`src/rtl/wcs_pkg.sv`:
```
package wcs_pkg;

  localparam int IDX_W  = 7;
  localparam int BYTE_W = 8;
  localparam int REM_W  = 3;
  localparam int DISP_W = 3;

  // register indices whose behaviour differs
  localparam logic [IDX_W-1:0] IX_IRQ  = 7'h0F;
  localparam logic [IDX_W-1:0] IX_STAT = 7'h41;
  localparam logic [IDX_W-1:0] IX_LCMP = 7'h45;
  localparam logic [IDX_W-1:0] IX_PALA = 7'h47;
  localparam logic [IDX_W-1:0] IX_PALB = 7'h48;
  localparam logic [IDX_W-1:0] IX_PALC = 7'h49;
  localparam logic [IDX_W-1:0] IX_WINY = 7'h4A;
  localparam logic [IDX_W-1:0] IX_WINX = 7'h4B;

  localparam logic [BYTE_W-1:0] GLITCH_ALL  = 8'hFF;
  localparam logic [BYTE_W-1:0] GLITCH_EDGE = 8'hDF;
  localparam logic [BYTE_W-1:0] STAT_MASK   = 8'h28;
  localparam logic [BYTE_W-1:0] STAT_MATCH  = 8'h08;
  localparam logic [DISP_W-1:0] EDGE_STATE  = 3'd7;

  typedef enum logic [2:0] {
    POL_PLAIN,
    POL_READ_OLD,
    POL_READ_NEW,
    POL_WRITE_WINS,
    POL_PAL_OR,
    POL_PAL_EARLY,
    POL_STAT_GLITCH
  } policy_e;

  function automatic policy_e policy_of(input logic variant, input logic [IDX_W-1:0] idx);
    policy_e p;
    case (idx)
      IX_IRQ, IX_LCMP:        p = POL_WRITE_WINS;
      IX_STAT:                p = variant ? POL_PLAIN : POL_STAT_GLITCH;
      IX_PALA, IX_PALB, IX_PALC: p = variant ? POL_PAL_EARLY : POL_PAL_OR;
      IX_WINY:                p = POL_READ_NEW;
      IX_WINX:                p = POL_READ_OLD;
      default:                p = POL_PLAIN;
    endcase
    return p;
  endfunction

endpackage

```
`src/rtl/wcs_policy_map.sv`:
```
module wcs_policy_map
  import wcs_pkg::*;
#(
  parameter int VARIANTS = 2
) (
  input  logic             mode,
  input  logic [IDX_W-1:0] idx,
  output policy_e          pol
);
  localparam int DEPTH = 1 << IDX_W;

  policy_e tbl [VARIANTS][DEPTH];

  for (genvar v = 0; v < VARIANTS; v++) begin : g_var
    for (genvar i = 0; i < DEPTH; i++) begin : g_ent
      assign tbl[v][i] = policy_of(1'(v), IDX_W'(i));
    end
  end

  assign pol = tbl[mode][idx];

endmodule

```
`src/rtl/wcs_schedule.sv`:
```
module wcs_schedule
  import wcs_pkg::*;
#(
  parameter int PEND_W = 4,
  parameter int MIN_P  = 3
) (
  input  policy_e             pol,
  input  logic [PEND_W-1:0]   pending,
  output logic                has_glitch,
  output logic [PEND_W:0]     glitch_at,
  output logic [PEND_W:0]     final_at,
  output logic [REM_W-1:0]    rem
);
  localparam int CNT_W = PEND_W + 1;

  logic [CNT_W-1:0] p;

  always_comb begin
    p = (pending < PEND_W'(MIN_P)) ? CNT_W'(MIN_P) : CNT_W'(pending);
    has_glitch = 1'b0;
    glitch_at  = '0;
    final_at   = p;
    rem        = REM_W'(4);
    case (pol)
      POL_WRITE_WINS: begin
        final_at = p + CNT_W'(1);
        rem      = REM_W'(3);
      end
      POL_PAL_OR: begin
        has_glitch = 1'b1;
        glitch_at  = p - CNT_W'(2);
        final_at   = p - CNT_W'(1);
        rem        = REM_W'(5);
      end
      POL_PAL_EARLY: begin
        final_at = p - CNT_W'(2);
        rem      = REM_W'(6);
      end
      POL_STAT_GLITCH: begin
        has_glitch = 1'b1;
        glitch_at  = p;
        final_at   = p + CNT_W'(1);
        rem        = REM_W'(3);
      end
      default: ;
    endcase
  end

endmodule

```
`src/rtl/wcs_glitch.sv`:
```
module wcs_glitch
  import wcs_pkg::*;
(
  input  policy_e            pol,
  input  logic [BYTE_W-1:0]  cur,
  input  logic [BYTE_W-1:0]  newv,
  input  logic [DISP_W-1:0]  disp_state,
  output logic [BYTE_W-1:0]  gval
);
  logic edge_case;

  assign edge_case = (disp_state == EDGE_STATE) && ((cur & STAT_MASK) == STAT_MATCH);

  always_comb begin
    case (pol)
      POL_PAL_OR:      gval = cur | newv;
      POL_STAT_GLITCH: gval = edge_case ? GLITCH_EDGE : GLITCH_ALL;
      default:         gval = newv;
    endcase
  end

endmodule

```
`src/rtl/io_write_conflict_seq.sv`:
```
module io_write_conflict_seq
  import wcs_pkg::*;
#(
  parameter int PEND_W = 4
) (
  input  logic               clk,
  input  logic               rst_n,
  input  logic               mode,
  input  logic               req_valid,
  output logic               req_ready,
  input  logic [IDX_W-1:0]   req_addr,
  input  logic [BYTE_W-1:0]  req_data,
  input  logic [PEND_W-1:0]  req_pending,
  input  logic [DISP_W-1:0]  disp_state,
  input  logic [BYTE_W-1:0]  reg_cur,
  output logic               upd_we,
  output logic [IDX_W-1:0]   upd_addr,
  output logic [BYTE_W-1:0]  upd_data,
  output logic               done,
  output logic [REM_W-1:0]   remain,
  output logic [BYTE_W-1:0]  peek_data
);
  localparam int CNT_W = PEND_W + 1;

  policy_e          pol_lk;
  logic             hasg_lk;
  logic [CNT_W-1:0] gat_lk, fat_lk;
  logic [REM_W-1:0] rem_lk;

  wcs_policy_map #(.VARIANTS(2)) u_map (
    .mode(mode), .idx(req_addr), .pol(pol_lk)
  );

  wcs_schedule #(.PEND_W(PEND_W), .MIN_P(3)) u_sched (
    .pol(pol_lk), .pending(req_pending), .has_glitch(hasg_lk),
    .glitch_at(gat_lk), .final_at(fat_lk), .rem(rem_lk)
  );

  logic             busy;
  logic [CNT_W-1:0] cnt, gat_q, fat_q;
  logic             hasg_q;
  logic [REM_W-1:0] rem_q;
  policy_e          pol_q;
  logic [BYTE_W-1:0] new_q;
  logic [IDX_W-1:0]  addr_q;
  logic [BYTE_W-1:0] gval;

  wcs_glitch u_glitch (
    .pol(pol_q), .cur(reg_cur), .newv(new_q), .disp_state(disp_state), .gval(gval)
  );

  logic accept, glitch_hit, final_hit;

  assign req_ready  = !busy;
  assign accept     = req_valid && req_ready;
  assign glitch_hit = busy && hasg_q && (cnt == gat_q);
  assign final_hit  = busy && (cnt == fat_q);

  always_ff @(posedge clk or negedge rst_n) begin
    if (!rst_n) begin
      busy   <= 1'b0;
      cnt    <= '0;
      gat_q  <= '0;
      fat_q  <= '0;
      hasg_q <= 1'b0;
      rem_q  <= '0;
      pol_q  <= POL_PLAIN;
      new_q  <= '0;
      addr_q <= '0;
    end else if (accept) begin
      busy   <= 1'b1;
      cnt    <= CNT_W'(1);
      gat_q  <= gat_lk;
      fat_q  <= fat_lk;
      hasg_q <= hasg_lk;
      rem_q  <= rem_lk;
      pol_q  <= pol_lk;
      new_q  <= req_data;
      addr_q <= req_addr;
    end else if (busy) begin
      if (final_hit) begin
        busy <= 1'b0;
        cnt  <= '0;
      end else begin
        cnt <= cnt + CNT_W'(1);
      end
    end
  end

  assign upd_we    = glitch_hit || final_hit;
  assign upd_addr  = addr_q;
  assign upd_data  = final_hit ? new_q : gval;
  assign done      = final_hit;
  assign remain    = final_hit ? rem_q : '0;
  assign peek_data = (final_hit && pol_q == POL_READ_NEW) ? new_q : reg_cur;

  AST_ADDR_HOLD: assert property (@(posedge clk) disable iff (!rst_n)
    (busy && $past(busy)) |-> $stable(upd_addr));
  AST_SINGLE_DONE: assert property (@(posedge clk) disable iff (!rst_n)
    done |=> !done);
  AST_GLITCH_PAIR: assert property (@(posedge clk) disable iff (!rst_n)
    (upd_we && !done) |=> (upd_we && done));
  AST_REMAIN_SET: assert property (@(posedge clk) disable iff (!rst_n)
    done |-> (remain >= REM_W'(3) && remain <= REM_W'(6)));
  AST_HOLD_BUSY: assert property (@(posedge clk) disable iff (!rst_n)
    (busy && !done) |=> !req_ready);
  AST_READY_AFTER: assert property (@(posedge clk) disable iff (!rst_n)
    done |=> req_ready);
  AST_QUIET_IDLE: assert property (@(posedge clk) disable iff (!rst_n)
    req_ready |-> (!upd_we && remain == '0));

endmodule

```
`config.mk`:
```
export PLATFORM = sky130hd
export DESIGN_NAME = io_write_conflict_seq
export DESIGN_NICKNAME = d
export VERILOG_FILES = /design/src/rtl/wcs_pkg.sv /design/src/rtl/wcs_policy_map.sv /design/src/rtl/wcs_schedule.sv /design/src/rtl/wcs_glitch.sv /design/src/rtl/io_write_conflict_seq.sv
export SDC_FILE = /design/constraint.sdc
export NUM_CORES = 1
export LEC_CHECK = 0
export ABC_CLOCK_PERIOD_IN_PS = 3300
export BUFFER_PORTS_ARGS = -buffer_cell sky130_fd_sc_hd__buf_2
export CAP_MARGIN = 15
export CORE_AREA = 2 2 67 75
export CTS_CLUSTER_SIZE = 10
export DETAILED_ROUTE_END_ITERATION = 10
export DIE_AREA = 0 0 69 77
export PLACE_DENSITY = 0.93
export SLEW_MARGIN = 10
export SYNTH_ARGS = -nofsm -noshare
export SYNTH_HDL_FRONTEND = slang
export SYNTH_SLANG_ARGS = --single-unit
```
`constraint.sdc`:
```
create_clock -name clk -period 3.3 [get_ports clk]
set_input_delay 0.66 -clock clk [delete_from_list [all_inputs] [get_ports clk]]
set_output_delay 0.66 -clock clk [all_outputs]
set_load 0.02 [all_outputs]
```
==> metrics.md <==
| Metric | Value |
|---|---|
| CP max-delay cell | dfrtp_1 |
| Initial antenna violation count | 0 |
| Unique masters post-synth | 62 |
| CTS tree | done |
| Setup TNS Final | 0 ns |
| Run status | complete, no violations |
| Hold Buf Count CTS | 0 |
| # fillers | 363 |
| Asr flop ratio synth | 1.000 |
| GRT overflow | 0 |
| Area Overhead vs Synth | 16.42% |
| Critical Path Fanout Max | 8 |
| WHS | 0.4465 ns |
| Global-route usage over all layers | 0.2242 |
| Final GP Congestion | 0.9155 |
| Mean post-synth cell area | 9.071 um2 |
| DR WL/cell | 14.33 um |
| Finished Core Util | 0.6585 |
| Clock Sink Count | 38 |
| Peak Freq | 336.7 MHz |
| Leakage | 1.459 nW |
| DIE HEIGHT | 77 um |
| Synthesized cell area | 2576 um2 |
| First drt pass iteration count | 4 |
| RSZ-0062 raised after global routing | false |
| Net count after synthesis | 324 |
| CP Launch Point | cnt[1] |
| CP Data Arrival Time | 2.31 ns |
| Setup violators final | 0 |
| Core Rows | 26 |
| Req. time, crit path | 2.64 ns |
| Yosys Warn Count | 0 |
| Post-synth top area cell | dfrtp_1 |
| Minimum clock period | 2.970 ns |
| Sw Ratio | 0.4372 |
| Post-synth EDFFs | 0 |
| Floorplan core area | 4554 um2 |
| CTS clock-pin slew for the worst setup and hold paths | 0.08 ns |
| Routed vias | 2257 |
| Clock skew | 0.006802 ns |
| Area fraction of the dominant cell type after synthesis | 0.3691 |
| Int Pwr | 1.313 mW |
| Post-synthesis register bit count | 38 |
| Top post-synthesis cells by count | nand2_1, dfrtp_1, nor2_1, clkbuf_1, o21ai_0 |
| PD cells | 778.1 nW/um2 |
| Tcrit/Tclk final | 0.9000 |
| Max_slew headroom | 0.4675 |
| Initial drt markers | 156 |
| Worst path cell trace | xnor2_1 > nand3_4 > nor3_4 > nand3_4 > mux2_4 > buf_2 |
| Post-CTS Setup Bufs | 0 |
| CP Launch Type | register |
| RR Startpoint | busy |
| CP dominant cell by count | nand3_4 |
| Synth Instances | 284 |
| Crit path kind | reg2out |
| Final slew viol count | 0 |
| Worst-Margin Slew | 0.7988 ns |
| Max VDD drop | 261.0 uV |
| Element type at the critical path end | primary output |
| CTS root buf | clkbuf_8 |
| Max stage delay on crit path | 0.45 ns |
| IO buf count | 62 |
| Vias in the first global route | 2215 |
| Comb power frac | 0.461 |
| Total of max-cap violations | 0 |
| Routed WL | 5673 um |
| Largest net degree at the start of global routing | 39 |
| Clock power frac | 0.169 |
| Die Footprint | 5313 um2 |
| Post-CTS Resized | 0 |
| Hold crit path type | in2async |
| Worst skew pair latency | 0.30 ns |
| Sequential element share of the synthesized area | 0.3691 |
| Most area-consuming cells after synthesis | dfrtp_1, nand2_1, mux2_4 |
| Top FF cell, synth | dfrtp_1 |
| Register share of total power | 0.369 |
| Initial core utilization | 0.5657 |
| Share of cells above drive strength 1 | 0.2941 |
| Htree depth | 2 |
| Post-route ant nets | 0 |
| Dpl hpwl | 4291 um |
| Vias/cell | 5.699 |
| Count leader, synth | nand2_1 |
| Reg2Reg Depth | 5 |
| Final hold viol count | 0 |
| TritonCTS Buffers | 5 |
| Die Wd | 69 um |
| Psw | 1.020 mW |
| Number of I/O pins | 63 |
| ANT cells | 0 |
| DRC viols | 0 |
| Fin nets | 379 |
| Clock Tree Buf Depth | 2 |
| First-pass GRT wire length | 9853 um |
==> final timing paths <==
check / slack [ns] / to
max in group asynchronous: 2.34 / new_q[2]
hold / removal: 0.45 / gat_q[3]
setup reg to reg: 1.45 / fat_q[0]
hold reg to reg: 0.47 / upd_addr[2]
setup / recovery: 0.33 / peek_data[7]
min in group clk: 0.47 / upd_addr[2]
==> sequential cells by signal, summed over array words and instances (netlist names) <==
signal / cells
rem_q: 3
upd_addr: 7
hasg_q: 1
gat_q: 5
busy: 1
fat_q: 5
pol_q: 3
new_q: 8
cnt: 5
==> layout by cell type, fill, tap and decap left out, drive strengths merged, types with 6 or more instances in the layout <==
cell type   n
nand2      68
buf        64
dfrtp      38
nor2       22
o21ai      15
nand3      10
xnor2       9
mux2        9
inv         8
o21bai      7
o31ai       7
xor2        6
==> through the flow <==
| step | area (um2) | power, mW | setup WS (ns) | std cells |
|---|---|---|---|---|
| finish | 2999 | 2.334 | 0.3299 | 396 |
| global route | 2999 | 2.499 | 0.1978 | 396 |
| detailed placement | 2885 | 1.939 | 0.5358 | 388 |
| CTS | 2999 | 2.342 | 0.3342 | 396 |
| floorplan | 2576 | 1.639 | 0.8166 | 284 |
| global placement | 2885 | 1.886 | 0.6638 | 388 |
==> cell families after synthesis <==
family | synth area share
and+or+nand+nor | 0.2584
AOI/OAI and AO/OA | 0.1850
DFF | 0.3691
buffers and inverters | 0.04614
xor gates and xnor gates | 0.05828
muxes | 0.05100
adders and majority gates | 0.03205
==> routing by layer <==
| metal | part of all wire | global-route usage |
|---|---|---|
| met1 | 0.41 | 0.2543 |
| met4 | 0.014 | 0.09020 |
| met2 | 0.53 | 0.4125 |
| met5 | 0 | 0 |
| met3 | 0.044 | 0.03942 |
==> critical path: cells and delay by family (launching register included) <==
family	cells	cell delay, ns
xor+xnor	1	0.28
buf+inv	1	0.16
mux	1	0.35
flops	1	0.45
simple gates	3	0.77
==> cell type report <==
type                            instances  area [um2]  area share
Multi-Input combinational cell        222        1509      0.5031
Sequential cell                        38       950.9      0.3171
Timing Repair Buffer                   64       325.3      0.1085
Tap cell                               56       70.07     0.02336
Clock buffer                            5       68.82     0.02295
Clock inverter                          3       45.04     0.01502
Inverter                                8       30.03     0.01001
==> power groups by stage <==
stage / Sequential [mW] / Combinational [mW] / Clock (mW)
detailed placement: 0.869 / 1.07 / 0
floorplan: 0.839 / 0.799 / 0
global route: 0.890 / 1.19 / 0.421
CTS: 0.860 / 1.08 / 0.398
finish: 0.862 / 1.08 / 0.395
global placement: 0.851 / 1.04 / 0
No activity file was read; power rests on OpenSTA's default activity.
